$ cat config.mk
export PLATFORM = sky130hd
export DESIGN_NAME = adc_frame_reader
export DESIGN_NICKNAME = d
export VERILOG_FILES = /design/src/rtl/afr_pkg.sv /design/src/rtl/afr_tick.sv /design/src/rtl/afr_ctrl.sv /design/src/rtl/afr_decode.sv /design/src/rtl/adc_frame_reader.sv
export SDC_FILE = /design/constraint.sdc
export NUM_CORES = 1
export LEC_CHECK = 0
export ABC_CLOCK_PERIOD_IN_PS = 4300
export BUFFER_PORTS_ARGS = -buffer_cell sky130_fd_sc_hd__buf_2
export CAP_MARGIN = 40
export CORE_AREA = 2 2 106 108
export DETAILED_ROUTE_END_ITERATION = 10
export DIE_AREA = 0 0 108 110
export SLEW_MARGIN = 20
export SYNTH_ARGS = -nofsm -noshare
export SYNTH_HDL_FRONTEND = slang
export SYNTH_SLANG_ARGS = --single-unit
$ cat constraint.sdc
create_clock -name clk -period 4.3 [get_ports clk]
set_clock_uncertainty 0.1 [all_clocks]
set_input_delay 0.86 -clock clk [delete_from_list [all_inputs] [get_ports clk]]
set_output_delay 0.86 -clock clk [all_outputs]
set_load 0.01 [all_outputs]
$ cat src/rtl/afr_pkg.sv
package afr_pkg;
  localparam int FRAME_W = 32;
  localparam int RES_W   = 24;
  localparam int SUB_W   = 5;
  localparam int BCNT_W  = $clog2(FRAME_W + 1);
  localparam int BIT_BSY = FRAME_W - 1;
  localparam int BIT_DMY = FRAME_W - 2;
  localparam int BIT_SGN = FRAME_W - 3;
  localparam int BIT_TOP = FRAME_W - 4;

  typedef enum logic [1:0] {ST_IDLE, ST_POLL, ST_SHIFT} rd_state_e;

  typedef struct packed {
    logic             sign;
    logic [RES_W-1:0] mag;
    logic [SUB_W-1:0] sub;
    logic             over;
    logic             under;
    logic             frame_err;
  } afr_fields_t;
endpackage

$ cat src/rtl/afr_tick.sv
module afr_tick #(
  parameter int DIV_W = 8
) (
  input  logic             clk,
  input  logic             rst_n,
  input  logic             run,
  input  logic [DIV_W-1:0] div_half,
  output logic             tick
);
  logic [DIV_W-1:0] cnt_q, cnt_d;

  always_comb begin
    tick  = run && (cnt_q == div_half);
    cnt_d = cnt_q;
    if (!run || tick) cnt_d = '0;
    else              cnt_d = cnt_q + 1'b1;
  end

  always_ff @(posedge clk or negedge rst_n) begin
    if (!rst_n) cnt_q <= '0;
    else        cnt_q <= cnt_d;
  end
endmodule

$ cat src/rtl/afr_ctrl.sv
module afr_ctrl
  import afr_pkg::*;
#(
  parameter int TO_W = 16
) (
  input  logic               clk,
  input  logic               rst_n,
  input  logic               start,
  input  logic               sdo,
  input  logic               tick,
  input  logic [TO_W-1:0]    timeout_lim,
  output logic               run,
  output logic               cs_n,
  output logic               sclk,
  output logic [FRAME_W-1:0] frame,
  output logic               done,
  output logic               to_err
);
  rd_state_e          st_q, st_d;
  logic               cs_n_q, cs_n_d, sclk_q, sclk_d;
  logic [BCNT_W-1:0]  bcnt_q, bcnt_d;
  logic [TO_W-1:0]    timer_q, timer_d;
  logic [FRAME_W-1:0] frame_q, frame_d;
  logic               done_q, done_d, toerr_q, toerr_d;

  always_comb begin
    st_d    = st_q;
    cs_n_d  = cs_n_q;
    sclk_d  = sclk_q;
    bcnt_d  = bcnt_q;
    timer_d = timer_q;
    frame_d = frame_q;
    done_d  = 1'b0;
    toerr_d = 1'b0;
    case (st_q)
      ST_IDLE: begin
        if (start) begin
          st_d    = ST_POLL;
          cs_n_d  = 1'b0;
          timer_d = '0;
        end
      end
      ST_POLL: begin
        if (!sdo) begin
          st_d   = ST_SHIFT;
          bcnt_d = '0;
        end else if (timer_q >= timeout_lim) begin
          st_d    = ST_IDLE;
          cs_n_d  = 1'b1;
          toerr_d = 1'b1;
        end else begin
          timer_d = timer_q + 1'b1;
        end
      end
      ST_SHIFT: begin
        if (tick) begin
          if (!sclk_q) begin
            sclk_d  = 1'b1;
            frame_d = {frame_q[FRAME_W-2:0], sdo};
            bcnt_d  = bcnt_q + 1'b1;
          end else begin
            sclk_d = 1'b0;
            if (bcnt_q == BCNT_W'(FRAME_W)) begin
              st_d   = ST_IDLE;
              cs_n_d = 1'b1;
              done_d = 1'b1;
            end
          end
        end
      end
      default: begin
        st_d   = ST_IDLE;
        cs_n_d = 1'b1;
        sclk_d = 1'b0;
      end
    endcase
  end

  always_ff @(posedge clk or negedge rst_n) begin
    if (!rst_n) begin
      st_q    <= ST_IDLE;
      cs_n_q  <= 1'b1;
      sclk_q  <= 1'b0;
      bcnt_q  <= '0;
      timer_q <= '0;
      frame_q <= '0;
      done_q  <= 1'b0;
      toerr_q <= 1'b0;
    end else begin
      st_q    <= st_d;
      cs_n_q  <= cs_n_d;
      sclk_q  <= sclk_d;
      bcnt_q  <= bcnt_d;
      timer_q <= timer_d;
      frame_q <= frame_d;
      done_q  <= done_d;
      toerr_q <= toerr_d;
    end
  end

  assign run    = (st_q == ST_SHIFT);
  assign cs_n   = cs_n_q;
  assign sclk   = sclk_q;
  assign frame  = frame_q;
  assign done   = done_q;
  assign to_err = toerr_q;


  sclk_idle_chk: assert property (@(posedge clk) disable iff (!rst_n)
    cs_n_q |-> !sclk_q);

  poll_no_clock_chk: assert property (@(posedge clk) disable iff (!rst_n)
    (st_q == ST_POLL) |-> !sclk_q);

  bit_count_bound_chk: assert property (@(posedge clk) disable iff (!rst_n)
    bcnt_q <= BCNT_W'(FRAME_W));

  abort_releases_chk: assert property (@(posedge clk) disable iff (!rst_n)
    toerr_q |-> (cs_n_q && !done_q));

  done_pulse_chk: assert property (@(posedge clk) disable iff (!rst_n)
    done_q |=> !done_q);
endmodule

$ cat src/rtl/afr_decode.sv
module afr_decode
  import afr_pkg::*;
(
  input  logic [FRAME_W-1:0] frame,
  output afr_fields_t        fields
);
  always_comb begin
    fields.sign      = frame[BIT_SGN];
    fields.mag       = frame[BIT_TOP -: RES_W];
    fields.sub       = frame[SUB_W-1:0];
    fields.over      = frame[BIT_SGN] & frame[BIT_TOP];
    fields.under     = ~frame[BIT_SGN] & ~frame[BIT_TOP];
    fields.frame_err = frame[BIT_DMY] | frame[BIT_BSY];
  end
endmodule

$ cat src/rtl/adc_frame_reader.sv
module adc_frame_reader
  import afr_pkg::*;
#(
  parameter int DIV_W = 8,
  parameter int TO_W  = 16
) (
  input  logic             clk,
  input  logic             rst_n,
  input  logic             start,
  input  logic [DIV_W-1:0] div_half,
  input  logic [TO_W-1:0]  timeout_lim,
  input  logic             sdo,
  output logic             cs_n,
  output logic             sclk,
  output logic             res_valid,
  output logic             res_sign,
  output logic [23:0]      res_mag,
  output logic [4:0]       res_sub,
  output logic             res_over,
  output logic             res_under,
  output logic             res_frame_err,
  output logic             timeout_err
);
  logic               run, tick, done;
  logic [FRAME_W-1:0] frame;
  afr_fields_t        dec, fields_q;
  logic               valid_q;

  afr_tick #(.DIV_W(DIV_W)) u_tick (
    .clk(clk), .rst_n(rst_n), .run(run), .div_half(div_half), .tick(tick)
  );

  afr_ctrl #(.TO_W(TO_W)) u_ctrl (
    .clk(clk), .rst_n(rst_n), .start(start), .sdo(sdo), .tick(tick),
    .timeout_lim(timeout_lim), .run(run), .cs_n(cs_n), .sclk(sclk),
    .frame(frame), .done(done), .to_err(timeout_err)
  );

  afr_decode u_dec (.frame(frame), .fields(dec));

  always_ff @(posedge clk or negedge rst_n) begin
    if (!rst_n) begin
      valid_q  <= 1'b0;
      fields_q <= '0;
    end else begin
      valid_q <= done;
      if (done) fields_q <= dec;
    end
  end

  assign res_valid     = valid_q;
  assign res_sign      = fields_q.sign;
  assign res_mag       = fields_q.mag;
  assign res_sub       = fields_q.sub;
  assign res_over      = fields_q.over;
  assign res_under     = fields_q.under;
  assign res_frame_err = fields_q.frame_err;


  range_excl_chk: assert property (@(posedge clk) disable iff (!rst_n)
    res_valid |-> !(res_over && res_under));

  valid_after_release_chk: assert property (@(posedge clk) disable iff (!rst_n)
    res_valid |-> (cs_n && !sclk));

  valid_pulse_chk: assert property (@(posedge clk) disable iff (!rst_n)
    res_valid |=> !res_valid);
endmodule

==> results.cfg, run 1 <==
[outcome]
status = finished, final reports clean

[timing]
tightest_slew_ps = 638.0
relSlewSlack_pct = 57.31
period_share_pct = 65.07
drv_slew = 0
setup_viol = 0
rsz0062_at_grt = false
tns_ps = 0
post-route-min-period_ps = 2798
hold_violations = 0
max_freq_mhz = 357.4

[clock_network]
path_clk_slew_ps = 110
holdBufCountCts = 0
clk_latency_ps = 360
clock-sinks = 102
htreeDepth = 3
cts_buffer_depth = 2
cts_buffers = 9
tritoncts = done
clock-root-buffer = clkbuf_8
cts_resized = 0
cts_post_setup_buffers_inserted = 0

[yosys]
synth_cell_types = 53
syn_inst = 396
synth_edf_count = 0
yosys_most_used_dff = dfrtp_1
synthArstFlopShare_pct = 100.0
ys_ff_latch = 102
syn_area_um2 = 4766
yosysSeqAreaShare_pct = 53.58
yosys_warnings = 0
syn_avg_cell_area_um2 = 12.03
syn_nets = 444

[detailed_routing]
drc_errors = 0
dr.pass1.iters = 4
wirelength_um = 8707
vias = 3172
wire_per_inst_um = 14.30
drtIter0Drc = 103
ant_nets = 0
routed_via_density = 5.209

[setup_path]
crit_path_start_kind = primary input
crit_fanout = 11
slowest_delay_ps = 520
critPathTopFamily = simple AND/OR/NAND/NOR gates
worst-setup-path-type = primary input to flip-flop
worstPathCellList = buf_2 > ha_1 > nand2b_4 > a2111oi_4 > or4b_4 > nand4_1 > or4_1 > a21oi_1
arrival_ps = 2990
cp.required_ps = 4490
slowest_stage = or4_1
cp.buffers_inverters = 1
crit_path_end_kind = flip-flop

[grt]
overflow = 0
grtUsageTotal_pct = 15.81
grt_start_max_net_pins = 41
grt_pass1_wl_um = 14870
grt_pass1_vias = 3106
antenna_found_initial = 0

[power]
power_density_nw_per_um2 = 352.5
fin_total_pwr_mw = 1.913
peakVddDrop_v = 0.0002111
static-leakage-power_nw = 2.753

[run]
max_cap_viol_count = 0

[floorplanning]
start_util_pct = 44.55
die_h_um = 110
core_um2 = 10700
row_count = 38
die_area_um2 = 11880
top_level_ports = 65
die_w_um = 108

[cells_and_area]
syn_to_final_growth_pct = 13.89
drive_gt1_share_pct = 33.69
final_common_cell = dfrtp_1
antenna_cells = 0
fin_util_pct = 50.74
layout_common_cells = dfrtp_1, mux2_2, buf_2
finalNetCount = 512

[place]
gpl.final_weighted_congestion = 0.7992
portBuffers = 64
dp_hpwl_um = 6299

[worst_hold_path]
min_path_type = primary input to asynchronous set/reset pin
layout make-up:
type | count | area (um^2)
multi-input cells | 256 | 2054
inverters | 26 | 97.59
repair buffers | 69 | 360.3
well taps | 140 | 175.2
fillers | 984 | 5270
flip-flops and latches | 102 | 2554
clock buffers | 9 | 123.9
clock inverters | 7 | 62.56
metrics by stage:
stage	area [um^2]	worst slack, ps	hold slack (ps)	instances
2_1_floorplan	4766	1562	251.9	396
3_3_place_gp	5234	1211	362.0	592
3_5_place_dp	5241	1116	367.8	593
4_1_cts	5428	1510	362.8	609
5_1_grt	5428	1409	376.6	609
6_report	5428	1502	349.3	609
registers in the layout, summed over array words and instances (netlist names):
| signal | flops |
|---|---|
| u_ctrl.done | 1 |
| u_ctrl.st_q | 2 |
| u_ctrl.frame | 32 |
| res_frame_err | 1 |
| res_sub | 5 |
| u_ctrl.to_err | 1 |
| u_ctrl.cs_n | 1 |
| res_under | 1 |
| u_tick.cnt_q | 8 |
| u_ctrl.timer_q | 16 |
| u_ctrl.sclk | 1 |
| res_valid | 1 |
| res_mag | 24 |
| res_over | 1 |
| u_ctrl.bcnt_q | 6 |
| res_sign | 1 |
cell usage after synthesis (all sizes together) (4+ instances only):
cell type | n | area share, %
o21ai | 12 | 1.3
inv | 26 | 2.0
nand3 | 18 | 2.0
nand2 | 17 | 1.3
dfrtp | 101 | 53
clkbuf | 7 | 0.55
xor2 | 6 | 1.1
nand4 | 7 | 0.92
ha | 20 | 5.3
xnor2 | 14 | 2.6
buf | 5 | 0.71
a21oi | 15 | 1.6
or3 | 6 | 0.79
nor2 | 27 | 2.1
nor3 | 4 | 0.52
mux2 | 63 | 15
cells by family after synthesis:
family                     after synthesis  share of synthesized area [%]
DFF                                    102                          53.58
and+or+nand+nor                        102                          11.89
adders and majority gates               20                          5.251
AOI/OAI and AO/OA                       50                          7.194
xor gates and xnor gates                20                          3.676
buffers and inverters                   38                          3.308
muxes                                   64                          15.10
path summary, 6_finish.rpt:
| kind | from | end | slack [ps] | cells after the start |
|---|---|---|---|---|
| max in group asynchronous | rst_n | u_ctrl.cs_n$_DFFE_PN1P_ | 2900 | 2 |
| hold / removal | rst_n | res_mag[18]$_DFFE_PN0P_ | 350 | 1 |
| hold reg to reg | u_ctrl.cs_n$_DFFE_PN1P_ | u_ctrl.cs_n$_DFFE_PN1P_ | 380 | 2 |
| min in group clk | u_ctrl.cs_n$_DFFE_PN1P_ | u_ctrl.cs_n$_DFFE_PN1P_ | 380 | 2 |
| setup reg to reg | u_ctrl.timer_q[0]$_DFFE_PN0P_ | u_ctrl.timer_q[9]$_DFFE_PN0P_ | 1640 | 8 |
| setup / recovery | timeout_lim[0] | u_ctrl.timer_q[9]$_DFFE_PN0P_ | 1500 | 8 |
report_power, final:
part	internal [mW]	switching [mW]	leakage, nW	total (mW)
sequential	0.999	0.0584	1.41	1.06
combinational	0.117	0.157	1.24	0.274
clock	0.226	0.355	0.0988	0.582
total	1.34	0.570	2.75	1.91
worst register-to-register path: stages (launching register included):
cell,delay (ps)
dfrtp_1,420
inv_1,60
ha_1,270
nand2b_4,150
a2111oi_4,370
or4b_4,230
nand4_1,330
or4_1,520
a21oi_1,150
metal layers:
metal	up-vias	part of all wire [%]	global-route usage (%)	wire (um)
met5	-	0	0	0
met4	0	1.0	4.945	89
met3	10	3.8	2.704	333
met2	70	47	25.92	4135
met1	1554	48	21.62	4149
li1	1538	-	-	-
No activity file was read; power rests on OpenSTA's default activity.
==> run 2, diff against run 1 <==
- ABC_CLOCK_PERIOD_IN_PS: 4300 -> 2800
- clock period: 4.3 -> 2.8 ns (I/O delays scaled with it)
==> run 2 against run 1 <==
Against the previous run: hold slack lost 270 ps; critical path type is now flip-flop to flip-flop; routed wire length is 2.1% higher; combinational power increased by 70%; highest routed layer unchanged; critical endpoint is now u_ctrl.timer_q[6]$_DFFE_PN0P_; setup slack lost 1200 ps; register-to-register slack lost 1400 ps; clock-buffer cell count grew 1; global-route usage rose by 0.56 points; core utilization increased by 0.84 points; sequential power up 51%.
==> results.cfg, run 2 (synthesis results as in run 1) <==
[setup_path]
slowest_delay_ps = 540
worstPathCellList = ha_1 > nand4_1 > nor3_2 > or4b_4 > nand4b_4 > buf_4 > o311ai_1 > o41ai_1
cp.required_ps = 2950
r2r_slack_ps = 280
crit_path_start_kind = flip-flop
slowest_stage = or4b_4
crit_path_end_kind = flip-flop
crit_fanout = 10
worst-setup-path-type = flip-flop to flip-flop
arrival_ps = 2670

[floorplanning]
start_util_pct = 44.55
die_w_um = 108
core_um2 = 10700
die_area_um2 = 11880
row_count = 38
die_h_um = 110
top_level_ports = 65

[place]
dp_hpwl_um = 6380
gpl.final_weighted_congestion = 0.7926
portBuffers = 64
post-place-ws_ps = -66.88
dpl_cell_area_um2 = 5291

[cells_and_area]
antenna_cells = 0
syn_to_final_growth_pct = 15.78
drive_gt1_share_pct = 34.39
fin_util_pct = 51.58
finalNetCount = 518
largest_reg_flops = 32
stdcell_area_um2 = 5518
final_common_cell = dfrtp_1
layout_common_cells = dfrtp_1, mux2_2, buf_2

[timing]
relSlewSlack_pct = 54.34
whs_ps = 81.32
drv_slew = 0
hold_violations = 0
max_freq_mhz = 396.1
tightest_slew_ps = 682.3
setup_viol = 0
setup_ws_ps = 275.6
post-route-min-period_ps = 2524
tns_ps = 0
rsz0062_at_grt = false
period_share_pct = 90.16

[detailed_routing]
wirelength_um = 8890
routed_via_density = 5.132
vias = 3151
ant_nets = 0
dr.pass1.iters = 4
wire_per_inst_um = 14.48
drtIter0Drc = 118
drc_errors = 0

[grt]
grtUsageTotal_pct = 16.38
grt_start_max_net_pins = 44
grt_pass1_wl_um = 15230
grt_pass1_vias = 3179
antenna_found_initial = 0
overflow = 0

[clock_network]
tritoncts = done
cts_buffers = 9
htreeDepth = 3
cts_buffer_depth = 2
holdBufCountCts = 0
path_clk_slew_ps = 90
clock-root-buffer = clkbuf_8
clk_latency_ps = 360
clock-sinks = 102

[run]
max_cap_viol_count = 0

[outcome]
status = finished, final reports clean

[power]
peakVddDrop_v = 0.0003112
static-leakage-power_nw = 2.795
power_density_nw_per_um2 = 559.1

[worst_hold_path]
min_path_type = primary input to asynchronous set/reset pin
==> run 2: final timing paths <==
path	startpoint	end	depth (start not counted)
worst max-delay path	u_ctrl.timer_q[13]$_DFFE_PN0P_	u_ctrl.timer_q[6]$_DFFE_PN0P_	8
max in group asynchronous	rst_n	u_ctrl.frame[21]$_DFFE_PN0P_	2
min in group clk	u_ctrl.cs_n$_DFFE_PN1P_	u_ctrl.cs_n$_DFFE_PN1P_	2
worst min-delay path	rst_n	u_tick.cnt_q[6]$_DFF_PN0_	1
worst min register to register	u_ctrl.cs_n$_DFFE_PN1P_	u_ctrl.cs_n$_DFFE_PN1P_	2
worst max register to register	u_ctrl.timer_q[13]$_DFFE_PN0P_	u_ctrl.timer_q[6]$_DFFE_PN0P_	8
==> run 2: layer usage <==
layer / GRT usage (%) / vias up / share of wire (%) / wire (um)
met5: 0 / - / 0 / 0
met4: 6.593 / 0 / 1.2 / 106
met1: 21.46 / 1536 / 48 / 4244
met2: 26.95 / 58 / 48 / 4227
met3: 3.116 / 7 / 3.5 / 313
li1: - / 1550 / - / -
==> run 2: layout make-up <==
| class | instances | area (um^2) |
|---|---|---|
| Timing Repair Buffer | 75 | 417.9 |
| Clock inverter | 5 | 81.33 |
| Multi-Input combinational cell | 256 | 2054 |
| Inverter | 26 | 97.59 |
| Clock buffer | 10 | 137.6 |
| Fill cell | 999 | 5180 |
| Tap cell | 140 | 175.2 |
| Sequential cell | 102 | 2554 |
==> run 2: worst max-delay path: cells and delay by family, from the launching register on <==
kind	cells	cell delay, ps
AND/OR/NAND/NOR	4	1220
flip-flops	1	440
adder cells (fa/ha/maj)	1	320
AO/OA/AOI/OAI	2	180
buffers and inverters	1	170
==> run 2: report_power, final <==
part / switching [mW] / total (mW) / leakage (nW) / internal (mW)
combinational: 0.264 / 0.467 / 1.27 / 0.203
sequential: 0.0702 / 1.60 / 1.41 / 1.53
clock: 0.488 / 1.01 / 0.109 / 0.525
==> run 2: repair_timing <==
| action | CTS | global route |
|---|---|---|
| resized for setup | 0 | 0 |
| setup buffers | 0 | 1 |
| setup endpoints to repair | 0 | 1 |
==> run 2: stage by stage <==
stage | total power [mW] | cells
floorplan | 1.932 | 396
global placement | 2.096 | 598
detailed placement | 2.109 | 598
CTS | 3.135 | 613
global route | 3.262 | 614
finish | 3.085 | 614
